### config.mk
export PLATFORM = sky130hd
export DESIGN_NAME = boot_auth_seq
export DESIGN_NICKNAME = d
export VERILOG_FILES = /design/src/rtl/boot_auth_pkg.sv /design/src/rtl/boot_auth_judge.sv /design/src/rtl/boot_auth_timer.sv /design/src/rtl/boot_auth_seg_filter.sv /design/src/rtl/boot_auth_seq.sv
export SDC_FILE = /design/constraint.sdc
export NUM_CORES = 1
export LEC_CHECK = 0
export BUFFER_PORTS_ARGS = -buffer_cell sky130_fd_sc_hd__buf_4
export CAP_MARGIN = 20
export CELL_PAD_IN_SITES_DETAIL_PLACEMENT = 0
export CELL_PAD_IN_SITES_GLOBAL_PLACEMENT = 1
export CORE_MARGIN = 2
export CORE_UTILIZATION = 39
export CTS_BUF_LIST = sky130_fd_sc_hd__clkbuf_8
export CTS_CLUSTER_SIZE = 16
export DETAILED_ROUTE_END_ITERATION = 12
export PLACE_DENSITY_LB_ADDON = 0.12
export SLEW_MARGIN = 20
export SYNTH_ARGS = -nofsm -noshare
export SYNTH_HDL_FRONTEND = slang
export SYNTH_SLANG_ARGS = --single-unit
### constraint.sdc
create_clock -name clk -period 4.2 [get_ports clk]
set_input_delay 0.42 -clock clk [delete_from_list [all_inputs] [get_ports clk]]
set_output_delay 0.42 -clock clk [all_outputs]
set_load 0.05 [all_outputs]
### src/rtl/boot_auth_pkg.sv
package boot_auth_pkg;

    // Mailbox byte offsets, decoded by the remote side
    localparam logic [4:0] OFS_IMG   = 5'h00;
    localparam logic [4:0] OFS_PRI   = 5'h04;
    localparam logic [4:0] OFS_CMD   = 5'h08;
    localparam logic [4:0] OFS_LDR   = 5'h0C;
    localparam logic [4:0] OFS_META  = 5'h10;
    localparam logic [4:0] OFS_START = 5'h14;
    localparam logic [4:0] OFS_LEN   = 5'h18;

    localparam int CMD_META_RDY = 1;
    localparam int CMD_LOAD_RDY = 2;

    localparam int ST_PRI_OK    = 1;
    localparam int ST_UNLOCK    = 1;
    localparam int ST_UNLOCK_SC = 2;
    localparam int ST_META_OK   = 3;
    localparam int ST_AUTH_OK   = 4;

    typedef enum logic [1:0] {
        STG_PRI  = 2'd0,
        STG_LDR  = 2'd1,
        STG_META = 2'd2,
        STG_AUTH = 2'd3
    } stage_e;

    typedef enum logic [1:0] {
        VERD_WAIT = 2'd0,
        VERD_PASS = 2'd1,
        VERD_FAIL = 2'd2
    } verdict_e;

    typedef enum logic [3:0] {
        S_IDLE,
        S_IMG_WR,
        S_POLL_RD,
        S_POLL_EVAL,
        S_POLL_WAIT,
        S_LEN_CLR,
        S_META_WR,
        S_META_CMD,
        S_SEG_WAIT,
        S_LEN_RD,
        S_LEN_EVAL,
        S_BASE_WR,
        S_LOAD_CMD,
        S_LEN_WR,
        S_DONE,
        S_FAIL
    } state_e;

endpackage

### src/rtl/boot_auth_judge.sv
module boot_auth_judge
    import boot_auth_pkg::*;
#(
    parameter int DW = 32
) (
    input  stage_e          stage,
    input  logic [DW-1:0]   word,
    output verdict_e        verdict
);

    logic neg;
    assign neg = word[DW-1];

    always_comb begin
        verdict = VERD_WAIT;
        unique case (stage)
            STG_PRI: begin
                if (word == DW'(ST_PRI_OK))      verdict = VERD_PASS;
                else if (word != '0)             verdict = VERD_FAIL;
            end
            STG_LDR: begin
                if (word == DW'(ST_UNLOCK) || word == DW'(ST_UNLOCK_SC))
                                                 verdict = VERD_PASS;
                else if (word != '0)             verdict = VERD_FAIL;
            end
            STG_META: begin
                if (neg)                         verdict = VERD_FAIL;
                else if (word == DW'(ST_META_OK)) verdict = VERD_PASS;
            end
            STG_AUTH: begin
                if (neg)                         verdict = VERD_FAIL;
                else if (word == DW'(ST_AUTH_OK)) verdict = VERD_PASS;
            end
        endcase
    end

endmodule

### src/rtl/boot_auth_timer.sv
module boot_auth_timer #(
    parameter int CW = 14
) (
    input  logic          clk,
    input  logic          rst_n,
    input  logic          clr,
    input  logic          step,
    input  logic [CW-1:0] limit,
    output logic          at_last
);

    logic [CW-1:0] cnt_q;

    always_ff @(posedge clk or negedge rst_n) begin
        if (!rst_n)      cnt_q <= '0;
        else if (clr)    cnt_q <= '0;
        else if (step)   cnt_q <= cnt_q + 1'b1;
    end

    assign at_last = (cnt_q == limit - 1'b1);

    // elapsed ticks never reach the stage limit
    assert_cnt_below_limit_R10: assert property (@(posedge clk) disable iff (!rst_n)
        (limit != '0) |-> (cnt_q < limit));

endmodule

### src/rtl/boot_auth_seg_filter.sv
module boot_auth_seg_filter #(
    parameter int DW = 32
) (
    input  logic          loadable,
    input  logic          hash,
    input  logic [DW-1:0] size,
    output logic          skip
);

    always_comb begin
        skip = 1'b0;
        if (!loadable)      skip = 1'b1;
        else if (hash)      skip = 1'b1;
        else if (size == '0) skip = 1'b1;
    end

endmodule

### src/rtl/boot_auth_seq.sv
module boot_auth_seq
    import boot_auth_pkg::*;
#(
    parameter int DW         = 32,
    parameter int PRI_LIMIT  = 1000,
    parameter int LDR_LIMIT  = 5000,
    parameter int META_LIMIT = 1000,
    parameter int AUTH_LIMIT = 10000
) (
    input  logic          clk,
    input  logic          rst_n,
    input  logic          start,
    input  logic          tick_ms,
    input  logic [DW-1:0] img_addr,
    input  logic [DW-1:0] meta_addr,
    input  logic [DW-1:0] code_base,
    input  logic          seg_valid,
    output logic          seg_ready,
    input  logic          seg_loadable,
    input  logic          seg_hash,
    input  logic [DW-1:0] seg_size,
    input  logic          seg_last,
    output logic          mb_wr,
    output logic          mb_rd,
    output logic [4:0]    mb_addr,
    output logic [DW-1:0] mb_wdata,
    input  logic [DW-1:0] mb_rdata,
    output logic          done,
    output logic          err,
    output logic          tmo,
    output logic [2:0]    err_code
);

    localparam int MAX_AB = (PRI_LIMIT > LDR_LIMIT) ? PRI_LIMIT : LDR_LIMIT;
    localparam int MAX_CD = (META_LIMIT > AUTH_LIMIT) ? META_LIMIT : AUTH_LIMIT;
    localparam int MAXL   = (MAX_AB > MAX_CD) ? MAX_AB : MAX_CD;
    localparam int CW     = $clog2(MAXL + 1);

    state_e   state_q, state_n;
    stage_e   stage_q, stage_n;
    verdict_e verdict;
    logic [DW-1:0] len_q, size_q;
    logic          last_q;
    logic          skip, at_last, tmr_clr, tmr_step;
    logic [CW-1:0] limit;
    logic          fail_tmo_n;
    logic          in_poll, idle_like;

    // ---------------- sub-blocks ----------------
    boot_auth_judge #(.DW(DW)) judge_i (
        .stage   (stage_q),
        .word    (mb_rdata),
        .verdict (verdict)
    );

    boot_auth_seg_filter #(.DW(DW)) filt_i (
        .loadable (seg_loadable),
        .hash     (seg_hash),
        .size     (seg_size),
        .skip     (skip)
    );

    always_comb begin
        unique case (stage_q)
            STG_PRI:  limit = CW'(PRI_LIMIT);
            STG_LDR:  limit = CW'(LDR_LIMIT);
            STG_META: limit = CW'(META_LIMIT);
            STG_AUTH: limit = CW'(AUTH_LIMIT);
        endcase
    end

    assign in_poll   = (state_q == S_POLL_RD) || (state_q == S_POLL_EVAL) ||
                       (state_q == S_POLL_WAIT);
    assign idle_like = (state_q == S_IDLE) || (state_q == S_DONE) ||
                       (state_q == S_FAIL);
    assign tmr_clr   = !in_poll || ((state_q == S_POLL_EVAL) && (verdict == VERD_PASS));
    assign tmr_step  = (state_q == S_POLL_WAIT) && tick_ms && !at_last;

    boot_auth_timer #(.CW(CW)) tmr_i (
        .clk     (clk),
        .rst_n   (rst_n),
        .clr     (tmr_clr),
        .step    (tmr_step),
        .limit   (limit),
        .at_last (at_last)
    );

    // ---------------- next state ----------------
    always_comb begin
        state_n    = state_q;
        stage_n    = stage_q;
        fail_tmo_n = 1'b0;
        unique case (state_q)
            S_IDLE, S_DONE, S_FAIL: begin
                if (start) state_n = S_IMG_WR;
            end
            S_IMG_WR: begin
                state_n = S_POLL_RD;
                stage_n = STG_PRI;
            end
            S_POLL_RD: state_n = S_POLL_EVAL;
            S_POLL_EVAL: begin
                unique case (verdict)
                    VERD_PASS: begin
                        unique case (stage_q)
                            STG_PRI: begin
                                state_n = S_POLL_RD;
                                stage_n = STG_LDR;
                            end
                            STG_LDR:  state_n = S_LEN_CLR;
                            STG_META: state_n = S_SEG_WAIT;
                            STG_AUTH: state_n = S_DONE;
                        endcase
                    end
                    VERD_FAIL: state_n = S_FAIL;
                    default:   state_n = S_POLL_WAIT;
                endcase
            end
            S_POLL_WAIT: begin
                if (tick_ms) begin
                    if (at_last) begin
                        state_n    = S_FAIL;
                        fail_tmo_n = 1'b1;
                    end else begin
                        state_n = S_POLL_RD;
                    end
                end
            end
            S_LEN_CLR:  state_n = S_META_WR;
            S_META_WR:  state_n = S_META_CMD;
            S_META_CMD: begin
                state_n = S_POLL_RD;
                stage_n = STG_META;
            end
            S_SEG_WAIT: begin
                if (seg_valid) begin
                    if (!skip) begin
                        state_n = S_LEN_RD;
                    end else if (seg_last) begin
                        state_n = S_POLL_RD;
                        stage_n = STG_AUTH;
                    end
                end
            end
            S_LEN_RD:   state_n = S_LEN_EVAL;
            S_LEN_EVAL: state_n = (mb_rdata == '0) ? S_BASE_WR : S_LEN_WR;
            S_BASE_WR:  state_n = S_LOAD_CMD;
            S_LOAD_CMD: state_n = S_LEN_WR;
            S_LEN_WR: begin
                if (last_q) begin
                    state_n = S_POLL_RD;
                    stage_n = STG_AUTH;
                end else begin
                    state_n = S_SEG_WAIT;
                end
            end
            default: state_n = S_IDLE;
        endcase
    end

    // ---------------- state register ----------------
    always_ff @(posedge clk or negedge rst_n) begin
        if (!rst_n) begin
            state_q <= S_IDLE;
            stage_q <= STG_PRI;
        end else begin
            state_q <= state_n;
            stage_q <= stage_n;
        end
    end

    // ---------------- datapath and result flags ----------------
    always_ff @(posedge clk or negedge rst_n) begin
        if (!rst_n) begin
            len_q    <= '0;
            size_q   <= '0;
            last_q   <= 1'b0;
            done     <= 1'b0;
            err      <= 1'b0;
            tmo      <= 1'b0;
            err_code <= '0;
        end else begin
            if (state_q == S_SEG_WAIT && seg_valid && !skip) begin
                size_q <= seg_size;
                last_q <= seg_last;
            end
            if (state_q == S_LEN_EVAL) len_q <= mb_rdata;

            if (idle_like && start) begin
                done     <= 1'b0;
                err      <= 1'b0;
                tmo      <= 1'b0;
                err_code <= '0;
            end else if (state_n == S_DONE && state_q != S_DONE) begin
                done <= 1'b1;
            end else if (state_n == S_FAIL && state_q != S_FAIL) begin
                err      <= !fail_tmo_n;
                tmo      <= fail_tmo_n;
                err_code <= {stage_q, fail_tmo_n};
            end
        end
    end

    // ---------------- outputs ----------------
    always_comb begin
        mb_wr     = 1'b0;
        mb_rd     = 1'b0;
        mb_addr   = OFS_IMG;
        mb_wdata  = '0;
        seg_ready = 1'b0;
        unique case (state_q)
            S_IMG_WR: begin
                mb_wr    = 1'b1;
                mb_addr  = OFS_IMG;
                mb_wdata = img_addr;
            end
            S_POLL_RD: begin
                mb_rd   = 1'b1;
                mb_addr = (stage_q == STG_PRI) ? OFS_PRI : OFS_LDR;
            end
            S_LEN_CLR: begin
                mb_wr   = 1'b1;
                mb_addr = OFS_LEN;
            end
            S_META_WR: begin
                mb_wr    = 1'b1;
                mb_addr  = OFS_META;
                mb_wdata = meta_addr;
            end
            S_META_CMD: begin
                mb_wr    = 1'b1;
                mb_addr  = OFS_CMD;
                mb_wdata = DW'(CMD_META_RDY);
            end
            S_SEG_WAIT: seg_ready = 1'b1;
            S_LEN_RD: begin
                mb_rd   = 1'b1;
                mb_addr = OFS_LEN;
            end
            S_BASE_WR: begin
                mb_wr    = 1'b1;
                mb_addr  = OFS_START;
                mb_wdata = code_base;
            end
            S_LOAD_CMD: begin
                mb_wr    = 1'b1;
                mb_addr  = OFS_CMD;
                mb_wdata = DW'(CMD_LOAD_RDY);
            end
            S_LEN_WR: begin
                mb_wr    = 1'b1;
                mb_addr  = OFS_LEN;
                mb_wdata = len_q + size_q;
            end
            default: ;
        endcase
    end

    // ---------------- assertions ----------------
    assert_quiet_when_idle_R1: assert property (@(posedge clk) disable iff (!rst_n)
        idle_like |-> (!mb_wr && !mb_rd && !seg_ready));

    assert_neg_never_passes_R6: assert property (@(posedge clk) disable iff (!rst_n)
        (state_q == S_POLL_EVAL && stage_q != STG_PRI && mb_rdata[DW-1]) |=> (state_q == S_FAIL));

    assert_load_after_base_R7: assert property (@(posedge clk) disable iff (!rst_n)
        (mb_wr && mb_addr == OFS_CMD && mb_wdata == DW'(CMD_LOAD_RDY))
        |-> $past(mb_wr && mb_addr == OFS_START));

    assert_tmo_on_tick_R10: assert property (@(posedge clk) disable iff (!rst_n)
        $rose(tmo) |-> $past(tick_ms));

    assert_one_flag_R12: assert property (@(posedge clk) disable iff (!rst_n)
        $onehot0({done, err, tmo}));

    assert_flags_hold_R12: assert property (@(posedge clk) disable iff (!rst_n)
        ((done || err || tmo) && !start) |=> $stable({done, err, tmo, err_code}));

endmodule

==> results.yml <==
yosys:
  synth.yosys.seq_area_share: 0.344
  synth_edf_count: 0
  synth_seq_cells: 90
  synth-main-ff-cell: "dfrtp_1"
  synthCells: 712
  syn_area_sq_um: 6560
  synth-warning-count: 0
  synth_top_area_frac: 0.344
  syn_area_per_cell_sq_um: 9.21
  synthDistinctLibCells: 66
  synthArstFlopShare: 1.00
  synth.area.top_cells: "dfrtp_1, mux2_2, ha_1"
  synth_largest_area_cell: "dfrtp_1"
power:
  total_power_uw: 5830
  power.static_leakage_uw: 0.00390
  p_per_area_nw_per_um2: 681
  ir_worst_vdd_v: 0.000339
drt:
  vias_per_cell: 5.74
  drcViolationCount: 0
  vias: 6517
  drtPass1Iterations: 8
  routedWlPerCell_microns: 19.3
  drt_iter0_drc: 560
  routed_wl_microns: 21900
  ant_nets: 0
placement:
  port-buffer-count: 211
  hpwlAfterDp_microns: 17100
  dp.cells: 1120
  dp_slack_ps: 128
  gp_congestion: 0.886
clock_network:
  clock_sinks: 90
  cts_buffers: 9
  path_clk_slew_ps: 90
  cts_max_level: 3
  clockBufferDepth: 2
  clkLatencyLatePin_ps: 380
  cts_tree: "yes"
  cts_root_buf: "clkbuf_8"
sta:
  slew_headroom: 0.389
  finalClockSkew_ps: 11.3
  setup_violations: 0
  rsz0062_at_grt: "false"
  tightestPinTransition_ps: 916
  slew_viol_final: 0
  fin_crit_sh: 0.931
  layout_min_cycle_time_ps: 3910
  fmax_ghz: 0.256
  hold_viol_final: 0
  fin_ws_ps: 290
  setup_tns_ps: 0
setup_path:
  crit_family: "compound AO/OA/AOI/OAI gates"
  crit_start: "len_q[6]$_DFFE_PN0P_"
  path_depth: 10
  path_cells: "ha_1 > a21oi_1 > o21ai_0 > a221oi_1 > a21boi_0 > o21ai_0 > a311oi_1 > nor3_1 > o31ai_1 > buf_4"
  arrival_ps: 3490
  path_buf_inv: 1
  cp_common_cell: "o21ai_0"
  startpoint_type: "register"
  cp-end-kind: "primary output"
  timing.rr.end: "err_code[0]$_DFFE_PN0P_"
  endpoint: "mb_wdata[19]"
  reg2reg_from: "stage_q[0]$_DFFE_PN0P_"
  slowest_delay_ps: 400
  crit_fanout: 6
  reg2regPathDepth: 13
  required_ps: 3780
  path_class: "reg -> out"
  rrSetupSlack_ps: 710
  slowest_stage: "dfrtp_1"
grt:
  overflow: 0
  grt_max_degree: 59
  grt_pass1_wl_microns: 34000
  antenna_found_initial: 0
  grt_pass1_vias: 6470
  grt_usage: 0.239
die:
  core_sq_um: 16500
  io_pins: 214
  num_rows: 47
  dieWidth_microns: 134
  die_height_microns: 134
  die-area_sq_um: 17900
  initial_core_util: 0.397
run:
  cap_violations: 0
run_status:
  status: "completed"
cells_and_area:
  area_growth_pct: 30.5
  fin_util: 0.518
  instances_no_fill: 1136
  drive_above_1_share: 0.349
  diodes: 0
  fin_nets: 1119
min_path:
  hold_class: "in -> async"
## cells in the final DEF (no fill, tap or decap), drive strengths merged, types with 6 or more instances in the layout
cell type | Yosys | final
a21o | 6 | 6
nor3 | 14 | 14
o31ai | 7 | 7
a211oi | 6 | 6
mux2 | 65 | 65
a21oi | 56 | 56
inv | 20 | 21
nor2 | 61 | 61
or3 | 8 | 8
o21a | 6 | 6
a31oi | 7 | 7
xnor2 | 17 | 17
ha | 39 | 39
xor2 | 17 | 17
nand2 | 36 | 36
clkbuf | 27 | 10
buf | 7 | 221
nor4 | 18 | 18
nand3 | 17 | 17
nand2b | 9 | 9
and3 | 7 | 7
dfrtp | 90 | 90
a222oi | 30 | 30
nor3b | 7 | 7
o21ai | 60 | 60
nand4 | 10 | 10
nor2b | 7 | 7
o211ai | 7 | 7
## logic make-up (layout without fill, tap and decap cells)
group | Yosys count | count (layout) | share of synthesized area
buffers and inverters | 55 | 258 | 0.0334
AND/OR/NAND/NOR | 208 | 208 | 0.163
other | 1 | 2 | 0.000572
flip-flops | 90 | 90 | 0.344
adder cells (fa/ha/maj) | 40 | 40 | 0.0775
XOR/XNOR | 34 | 34 | 0.0454
multiplexers | 69 | 69 | 0.118
AO/OA/AOI/OAI | 215 | 215 | 0.219
## registers in the layout (all words and copies together), names as in the netlist
signal,cells
err_code,3
state_q,4
tmr_i.cnt_q,14
size_q,32
err,1
len_q,32
done,1
last_q,1
stage_q,2
## area by class of cell
class	count	area, sq um
Clock buffer	10	138
Clock inverter	6	40.0
Fill cell	1536	7970
Inverter	21	78.8
Multi-Input combinational cell	568	4120
Sequential cell	90	2250
Tap cell	220	275
Timing Repair Buffer	221	1660
## metrics by stage
stage	instance area [sq um]	hold slack, ps
final	8560	114
after global routing	8560	165
after CTS	8540	138
after detailed placement	8370	499
after global placement	8370	491
after floorplan	6560	124
## how the worst min path moves through the flow
stage,start,to,slack (ps)
after floorplan,rst_n,done$_DFFE_PN0P_,120
after global placement,size_q[23]$_DFFE_PN0P_,size_q[23]$_DFFE_PN0P_,490
after detailed placement,size_q[5]$_DFFE_PN0P_,size_q[5]$_DFFE_PN0P_,500
after CTS,rst_n,tmr_i.cnt_q[13]$_DFFE_PN0P_,140
after global routing,rst_n,tmr_i.cnt_q[4]$_DFFE_PN0P_,170
final,rst_n,err_code[0]$_DFFE_PN0P_,110
## repair_timing
action,in CTS,in global routing
hold buffers,0,0
hold endpoints to repair,0,0
setup endpoints to repair,0,5
gates resized for setup,0,3
buffers inserted,0,0
## synth_stat cells, types with 3 or more instances
cell type	n
nand2_1	36
dfrtp_1	90
nand4b_1	3
a21o_1	6
ha_1	39
a31oi_1	7
nor4_1	18
nand2b_1	9
nor3_1	13
o21ai_0	60
nor2_1	61
a211oi_1	6
nor2b_1	7
nor3b_1	5
clkbuf_1	27
o31ai_1	7
xor2_1	17
inv_1	20
mux2i_1	4
a21oi_1	54
o21bai_1	4
and2_1	3
and3_1	6
o211ai_1	7
buf_4	3
xnor2_1	17
buf_1	3
or2_2	3
mux2_2	65
or3_1	8
o21a_1	6
a222oi_1	30
nand4_1	10
nand3_1	17
## metal layers
metal  track usage  wire (microns)  vias up
met5             0               0        -
met4        0.0757             464        0
met3        0.0426            1350       24
met2         0.402           10500      239
met1         0.314            9620     3148
li1              -               -     3106
## power breakdown
part / internal (uW) / total (uW) / leakage (uW) / switching [uW]
clock: 231 / 563 / 0.0000924 / 331
combinational: 1480 / 3850 / 0.00265 / 2370
sequential: 1140 / 1420 / 0.00116 / 277
total: 2850 / 5830 / 0.00390 / 2980
No activity file was read; power rests on OpenSTA's default activity.
